## config.mk

```make
export PLATFORM = sky130hd
export DESIGN_NAME = operand_fetch_stage
export DESIGN_NICKNAME = d
export VERILOG_FILES = /design/src/rtl/ofs_pkg.sv /design/src/rtl/ofs_mode_decode.sv /design/src/rtl/ofs_opa_sel.sv /design/src/rtl/ofs_opb_sel.sv /design/src/rtl/ofs_stage_reg.sv /design/src/rtl/operand_fetch_stage.sv
export SDC_FILE = /design/constraint.sdc
export NUM_CORES = 1
export LEC_CHECK = 0
export BUFFER_PORTS_ARGS = -buffer_cell sky130_fd_sc_hd__buf_4
export CORE_MARGIN = 2
export CORE_UTILIZATION = 46
export CTS_BUF_LIST = sky130_fd_sc_hd__clkbuf_8
export CTS_CLUSTER_SIZE = 14
export DETAILED_ROUTE_END_ITERATION = 10
export PLACE_DENSITY = 0.95
export SLEW_MARGIN = 10
export SYNTH_ARGS = -nofsm -noshare
export SYNTH_HDL_FRONTEND = slang
export SYNTH_SLANG_ARGS = --single-unit
```

## constraint.sdc

```tcl
create_clock -name clk -period 0.8 [get_ports clk]
set_input_delay 0.08 -clock clk [delete_from_list [all_inputs] [get_ports clk]]
set_output_delay 0.08 -clock clk [all_outputs]
set_load 0.02 [all_outputs]
```

## src/rtl/ofs_pkg.sv

```systemverilog
package ofs_pkg;

    // Operand source mode, decoded from the two mode bits of the opcode.
    typedef enum logic [1:0] {
        MODE_SHORT_ADDR = 2'b00,   // opa = short field, opb = address
        MODE_SHORT_MEM  = 2'b01,   // opa = short field, opb = memory word
        MODE_REG_ADDR   = 2'b10,   // opa = register,    opb = address
        MODE_REG_MEM    = 2'b11    // opa = register,    opb = memory word
    } ofs_mode_e;

    // Port request bundle produced by the decoder.
    typedef struct packed {
        logic rf_rd;
        logic mem_rd;
    } ofs_req_t;

endpackage

```

## src/rtl/ofs_mode_decode.sv

```systemverilog
module ofs_mode_decode
    import ofs_pkg::*;
(
    input  logic      reg_bit,
    input  logic      mem_bit,
    output ofs_mode_e mode,
    output ofs_req_t  req
);

    always_comb begin
        mode = ofs_mode_e'({reg_bit, mem_bit});
    end

    always_comb begin
        req = '0;
        unique case (mode)
            MODE_SHORT_ADDR: begin
                req.rf_rd  = 1'b0;
                req.mem_rd = 1'b0;
            end
            MODE_SHORT_MEM: begin
                req.rf_rd  = 1'b0;
                req.mem_rd = 1'b1;
            end
            MODE_REG_ADDR: begin
                req.rf_rd  = 1'b1;
                req.mem_rd = 1'b0;
            end
            MODE_REG_MEM: begin
                req.rf_rd  = 1'b1;
                req.mem_rd = 1'b1;
            end
            default: req = '0;
        endcase
    end

endmodule

```

## src/rtl/ofs_opa_sel.sv

```systemverilog
module ofs_opa_sel
    import ofs_pkg::*;
#(
    parameter int DATA_W = 32,
    parameter int RIDX_W = 4
) (
    input  ofs_mode_e          mode,
    input  logic [RIDX_W-1:0]  short_val,
    input  logic [DATA_W-1:0]  rf_word,
    output logic [DATA_W-1:0]  opa
);

    localparam int PAD_W = DATA_W - RIDX_W;

    logic [DATA_W-1:0] short_ext;

    assign short_ext = {{PAD_W{1'b0}}, short_val};

    always_comb begin
        opa = '0;
        unique case (mode)
            MODE_SHORT_ADDR,
            MODE_SHORT_MEM:  opa = short_ext;
            MODE_REG_ADDR,
            MODE_REG_MEM:    opa = rf_word;
            default:         opa = '0;
        endcase
    end

endmodule

```

## src/rtl/ofs_opb_sel.sv

```systemverilog
module ofs_opb_sel
    import ofs_pkg::*;
#(
    parameter int DATA_W = 32,
    parameter int ADDR_W = 16
) (
    input  ofs_mode_e          mode,
    input  logic [ADDR_W-1:0]  addr,
    input  logic [DATA_W-1:0]  mem_word,
    output logic [DATA_W-1:0]  opb
);

    localparam int PAD_W = (DATA_W > ADDR_W) ? (DATA_W - ADDR_W) : 1;

    logic [DATA_W-1:0] addr_ext;

    generate
        if (ADDR_W == DATA_W) begin : g_same_width
            assign addr_ext = addr;
        end else begin : g_zero_extend
            logic [PAD_W-1:0] pad;
            assign pad      = '0;
            assign addr_ext = {pad, addr};
        end
    endgenerate

    always_comb begin
        opb = '0;
        unique case (mode)
            MODE_SHORT_ADDR,
            MODE_REG_ADDR:   opb = addr_ext;
            MODE_SHORT_MEM,
            MODE_REG_MEM:    opb = mem_word;
            default:         opb = '0;
        endcase
    end

endmodule

```

## src/rtl/ofs_stage_reg.sv

```systemverilog
module ofs_stage_reg #(
    parameter int OP_W   = 8,
    parameter int RIDX_W = 4,
    parameter int ADDR_W = 16,
    parameter int DATA_W = 32
) (
    input  logic               clk,
    input  logic               rst_n,
    input  logic [OP_W-1:0]    d_op,
    input  logic [RIDX_W-1:0]  d_r,
    input  logic [ADDR_W-1:0]  d_ea,
    input  logic [DATA_W-1:0]  d_opa,
    input  logic [DATA_W-1:0]  d_opb,
    output logic [OP_W-1:0]    q_op,
    output logic [RIDX_W-1:0]  q_r,
    output logic [ADDR_W-1:0]  q_ea,
    output logic [DATA_W-1:0]  q_opa,
    output logic [DATA_W-1:0]  q_opb
);

    always_ff @(posedge clk or negedge rst_n) begin
        if (!rst_n) begin
            q_op  <= '0;
            q_r   <= '0;
            q_ea  <= '0;
            q_opa <= '0;
            q_opb <= '0;
        end else begin
            q_op  <= d_op;
            q_r   <= d_r;
            q_ea  <= d_ea;
            q_opa <= d_opa;
            q_opb <= d_opb;
        end
    end

endmodule

```

## src/rtl/operand_fetch_stage.sv

```systemverilog
module operand_fetch_stage
    import ofs_pkg::*;
#(
    parameter int OP_W     = 8,
    parameter int RIDX_W   = 4,
    parameter int ADDR_W   = 16,
    parameter int DATA_W   = 32,
    parameter int REG_BIT  = 3,
    parameter int MEM_BIT  = 2
) (
    input  logic               clk,
    input  logic               rst_n,
    input  logic [OP_W-1:0]    in_op,
    input  logic [RIDX_W-1:0]  in_r,
    input  logic [ADDR_W-1:0]  in_ea,
    output logic [RIDX_W-1:0]  rf_idx,
    output logic               rf_need,
    input  logic [DATA_W-1:0]  rf_rdata,
    output logic [ADDR_W-1:0]  mem_addr,
    output logic               mem_need,
    input  logic [DATA_W-1:0]  mem_rdata,
    output logic [OP_W-1:0]    out_op,
    output logic [RIDX_W-1:0]  out_r,
    output logic [ADDR_W-1:0]  out_ea,
    output logic [DATA_W-1:0]  out_opa,
    output logic [DATA_W-1:0]  out_opb
);

    ofs_mode_e         mode;
    ofs_req_t          req;
    logic [DATA_W-1:0] opa_d;
    logic [DATA_W-1:0] opb_d;

    ofs_mode_decode u_dec (
        .reg_bit (in_op[REG_BIT]),
        .mem_bit (in_op[MEM_BIT]),
        .mode    (mode),
        .req     (req)
    );

    assign rf_idx   = in_r;
    assign rf_need  = req.rf_rd;
    assign mem_addr = in_ea;
    assign mem_need = req.mem_rd;

    ofs_opa_sel #(
        .DATA_W (DATA_W),
        .RIDX_W (RIDX_W)
    ) u_opa (
        .mode      (mode),
        .short_val (in_r),
        .rf_word   (rf_rdata),
        .opa       (opa_d)
    );

    ofs_opb_sel #(
        .DATA_W (DATA_W),
        .ADDR_W (ADDR_W)
    ) u_opb (
        .mode     (mode),
        .addr     (in_ea),
        .mem_word (mem_rdata),
        .opb      (opb_d)
    );

    ofs_stage_reg #(
        .OP_W   (OP_W),
        .RIDX_W (RIDX_W),
        .ADDR_W (ADDR_W),
        .DATA_W (DATA_W)
    ) u_reg (
        .clk   (clk),
        .rst_n (rst_n),
        .d_op  (in_op),
        .d_r   (in_r),
        .d_ea  (in_ea),
        .d_opa (opa_d),
        .d_opb (opb_d),
        .q_op  (out_op),
        .q_r   (out_r),
        .q_ea  (out_ea),
        .q_opa (out_opa),
        .q_opb (out_opb)
    );

endmodule

```

==> results of run 1 <==
[synth_stat cells]
master	n	area (um^2)
dfrtp_1	92	2302
and2_1	44	275.3
buf_4	20	150.1
mux2_4	14	210.2
mux2_2	6	67.56
buf_6	3	33.78
clkbuf_1	3	11.26
buf_2	2	10.01
buf_12	1	20.02
[metrics by stage]
| stage | instances | hold WS, ps | setup slack, ps |
|---|---|---|---|
| 2_1_floorplan | 185 | -215.6 | 62.60 |
| 3_5_place_dp | 445 | 80.75 | -87.19 |
| 4_1_cts | 552 | 4.703 | -181.3 |
| 3_3_place_gp | 445 | 74.93 | -61.40 |
[cells by family after synthesis]
group | count (synthesis) | share of synthesized area, %
flops | 92 | 74.74
simple gates | 44 | 8.936
buf+inv | 29 | 7.311
mux | 20 | 9.017
[repair_timing]
action                                  CTS
hold buffers                             91
cloned                                    0
pin swaps                                 0
endpoints found under the hold margin   182
endpoints found under the setup margin   93
resized for setup                        93
==> results.json, run 1 <==
{
  "clockRootBuffer": "clkbuf_8",
  "io_pins": 208,
  "syn_inst": 185,
  "start_util_pct": 47.96,
  "post_cts.repair.setup_buffers": 0,
  "port_buffers": 207,
  "endpoint_type": "primary output",
  "ys_ff_latch": 92,
  "synth_nets": 279,
  "place_area_um2": 4568,
  "rows": 29,
  "syn_avg_cell_area_um2": 16.65,
  "crit_endpoint": "out_r[1]",
  "antenna_found_initial": 2,
  "clockBufferDepth": 2,
  "cts_sinks": 92,
  "yosysSeqAreaShare_pct": 74.74,
  "yosys.cell_types.count": 9,
  "syn_area_um2": 3080,
  "ys_warn_count": 0,
  "tool.error": "[ERROR DPL-0033] detailed placement checks failed during check placement.",
  "failed_stage": "global routing (5_1_grt)",
  "h-tree-depth": 3,
  "cts_buffers": 9,
  "gp_congestion": 0.7567,
  "dieHeight_um": 85.84,
  "fp.dieW_um": 85.84,
  "grt_max_degree": 50,
  "run_status": "did not finish",
  "dpl.hpwl_um": 5945
}
==> inputs of run 2 (changes only) <==
Settings changed: CORE_UTILIZATION 46 to 40, CTS_BUF_LIST sky130_fd_sc_hd__clkbuf_8 to default, CTS_CLUSTER_SIZE 14 to default, PLACE_DENSITY 0.95 to default, PLACE_DENSITY_LB_ADDON from default to 0.15.
==> run 2 against run 1 <==
Synthesized cell count unchanged. Synthesized area stayed put. The flow now finishes, with violations (setup timing).
==> results.json, run 2 <==
{
  "ys_async_sr_fraction_pct": 100.0,
  "period_share_pct": 119.1,
  "synth_edf_count": 0,
  "hold_class": "primary input to flip-flop",
  "switchingPower_mw": 2.648,
  "gr-usage-all-layers_pct": 23.13,
  "area_growth_syn_to_layout_pct": 99.72,
  "fin_nets": 572,
  "rows": 31,
  "core_area_um2": 7370,
  "yosysSeqAreaShare_pct": 74.74,
  "grt_first_pass_wirelength_um": 14910,
  "via_count": 2526,
  "max_freq_mhz": 1049,
  "p_comb_share_pct": 22.3,
  "cts_buffers": 9,
  "synth_largest_area_cell": "dfrtp_1",
  "cp_top_family": "flip-flops",
  "hold_depth": 2,
  "final_hold_viol_count": 0,
  "clockRootBuffer": "clkbuf_8",
  "min-delay-start": "in_ea[15]",
  "ys_ff_latch": 92,
  "grt_overflow": 0,
  "syn_inst": 185,
  "internal-power_mw": 7.715,
  "cp_max_fo": 1,
  "grt_max_degree": 42,
  "synth_ff_type": "dfrtp_1",
  "cts_sinks": 92,
  "crit_chain": "buf_6",
  "worst_setup_path_end_kind": "output port",
  "cap_viol_max_count": 0,
  "slew_headroom_pct": 85.04,
  "yosys.cell_types.count": 9,
  "ys_top_cells_by_count": "dfrtp_1, and2_1, buf_4, mux2_4, mux2_2",
  "ant_nets": 0,
  "p_clk_share_pct": 29.1,
  "start_util_pct": 41.80,
  "period_needed_ps": 953.1,
  "required_ps": 720,
  "antenna_found_initial": 1,
  "peakVddDrop_mv": 1.400,
  "worstMarginPinSlew_ps": 224.4,
  "leakage_nw": 3.055,
  "synth_top_cell_area_share_pct": 74.74,
  "fin_area_um2": 6152,
  "path_clk_slew_ps": 90,
  "swShare_pct": 25.55,
  "fin_ws_ps": -153.1,
  "dpl.hpwl_um": 5274,
  "clockBufferDepth": 2,
  "syn_area_um2": 3080,
  "synth_most_common_cell": "dfrtp_1",
  "place_area_um2": 4628,
  "post_drt_wl_per_cell_um": 16.44,
  "fin_tns_setup_ps": -12050,
  "io_pins": 208,
  "crit_buf_inv": 1,
  "p_seq_share_pct": 48.6,
  "cts_tree": "yes",
  "ys_warn_count": 0,
  "run_status": "complete, but fails checks",
  "gp_congestion": 0.7315,
  "h-tree-depth": 3,
  "drt_iter0_drc": 51,
  "final_common_cell": "buf_4",
  "crit_slowest_cell": "dfrtp_1",
  "drt_pre_antenna_iters": 4,
  "synth_area_leaders": "dfrtp_1, and2_1, mux2_4",
  "reg_top3": "u_reg.q_opa (32), u_reg.q_opb (32), u_reg.q_ea (16)",
  "drcViolationCount": 0,
  "p_per_area_nw_per_um2": 1684,
  "slew_violations": 0,
  "fp.dieW_um": 91.76,
  "whs_endpoint": "u_reg.q_opb[15]",
  "post_cts.repair.setup_buffers": 0,
  "worst_setup_path_start_kind": "flip-flop",
  "arrival_ps": 870,
  "dieHeight_um": 91.76,
  "cpPeakStageDelay_ps": 400,
  "finalSetupViolCount": 107,
  "viasPerCell": 4.333,
  "die_area_um2": 8419,
  "violations": "setup timing",
  "drive_gt1_share_pct": 51.35,
  "utilization_pct": 83.48,
  "syn_avg_cell_area_um2": 16.65,
  "layout_common_cells": "buf_4, dlygate4sd3_1, buf_6, dfrtp_1, and2_1",
  "crit_type": "flip-flop to output port",
  "synth_nets": 279,
  "first_global_vias": 2876,
  "wirelength_um": 9586,
  "grt_setup_unrepaired": "yes",
  "port_buffers": 207
}
## run 2: logic make-up (layout without fill, tap and decap cells)
logic type	count (synthesis)	in the layout	synth area share, %
buf+inv	29	327	7.311
mux	20	20	9.017
simple gates	44	44	8.936
flops	92	92	74.74
other cells	0	1	0
## run 2: power groups by stage
stage               Combinational [mW]  Clock, mW  Sequential (mW)
detailed placement                1.73          0             5.07
CTS                               2.25       3.09             5.03
floorplan                        0.409          0             5.42
global placement                  1.71          0             5.07
global route                      2.44       3.34             5.06
finish                            2.31       3.01             5.04
## run 2: layer usage
| layer | part of all wire [%] | global-route usage, % |
|---|---|---|
| met5 | 0 | 0 |
| met1 | 33 | 23.25 |
| met4 | 2.5 | 8.706 |
| met2 | 57 | 44.30 |
| met3 | 7.4 | 7.067 |
## run 2: repair_timing
action                                 CTS  global route
gates resized for setup                 92             1
endpoints found under the hold margin  182            22
hold buffers                            91            21
setup endpoints to repair               92           106
## run 2: area by class of cell
class / instances / area, um^2
Antenna cell: 1 / 2.502
Clock buffer: 10 / 127.6
Clock inverter: 6 / 65.06
Fill cell: 358 / 1217
Multi-Input combinational cell: 64 / 553.0
Sequential cell: 92 / 2302
Tap cell: 99 / 123.9
Timing Repair Buffer: 311 / 2978
## run 2: worst max-delay path by stage
stage,cells after the start,to,start
global route,1,out_opa[26],u_reg.q_opa[26]
finish,1,out_ea[2],u_reg.q_ea[2]
global placement,3,u_reg.q_opb[11],in_op[2]
floorplan,3,u_reg.q_opb[10],in_op[2]
CTS,1,out_opb[17],u_reg.q_opb[17]
detailed placement,3,u_reg.q_opb[3],in_op[2]
## run 2: through the flow
stage | hold slack [ps] | instances | power (mW) | setup slack, ps
floorplan | -215.6 | 185 | 5.828 | 62.60
global placement | -65.05 | 468 | 6.778 | 4.058
detailed placement | -63.98 | 468 | 6.801 | -19.45
CTS | 0.7184 | 575 | 10.38 | -168.0
global route | -1.672 | 583 | 10.84 | -194.2
finish | 9.991 | 583 | 10.36 | -153.1
Note: power is estimated with default switching activity, not from simulation.
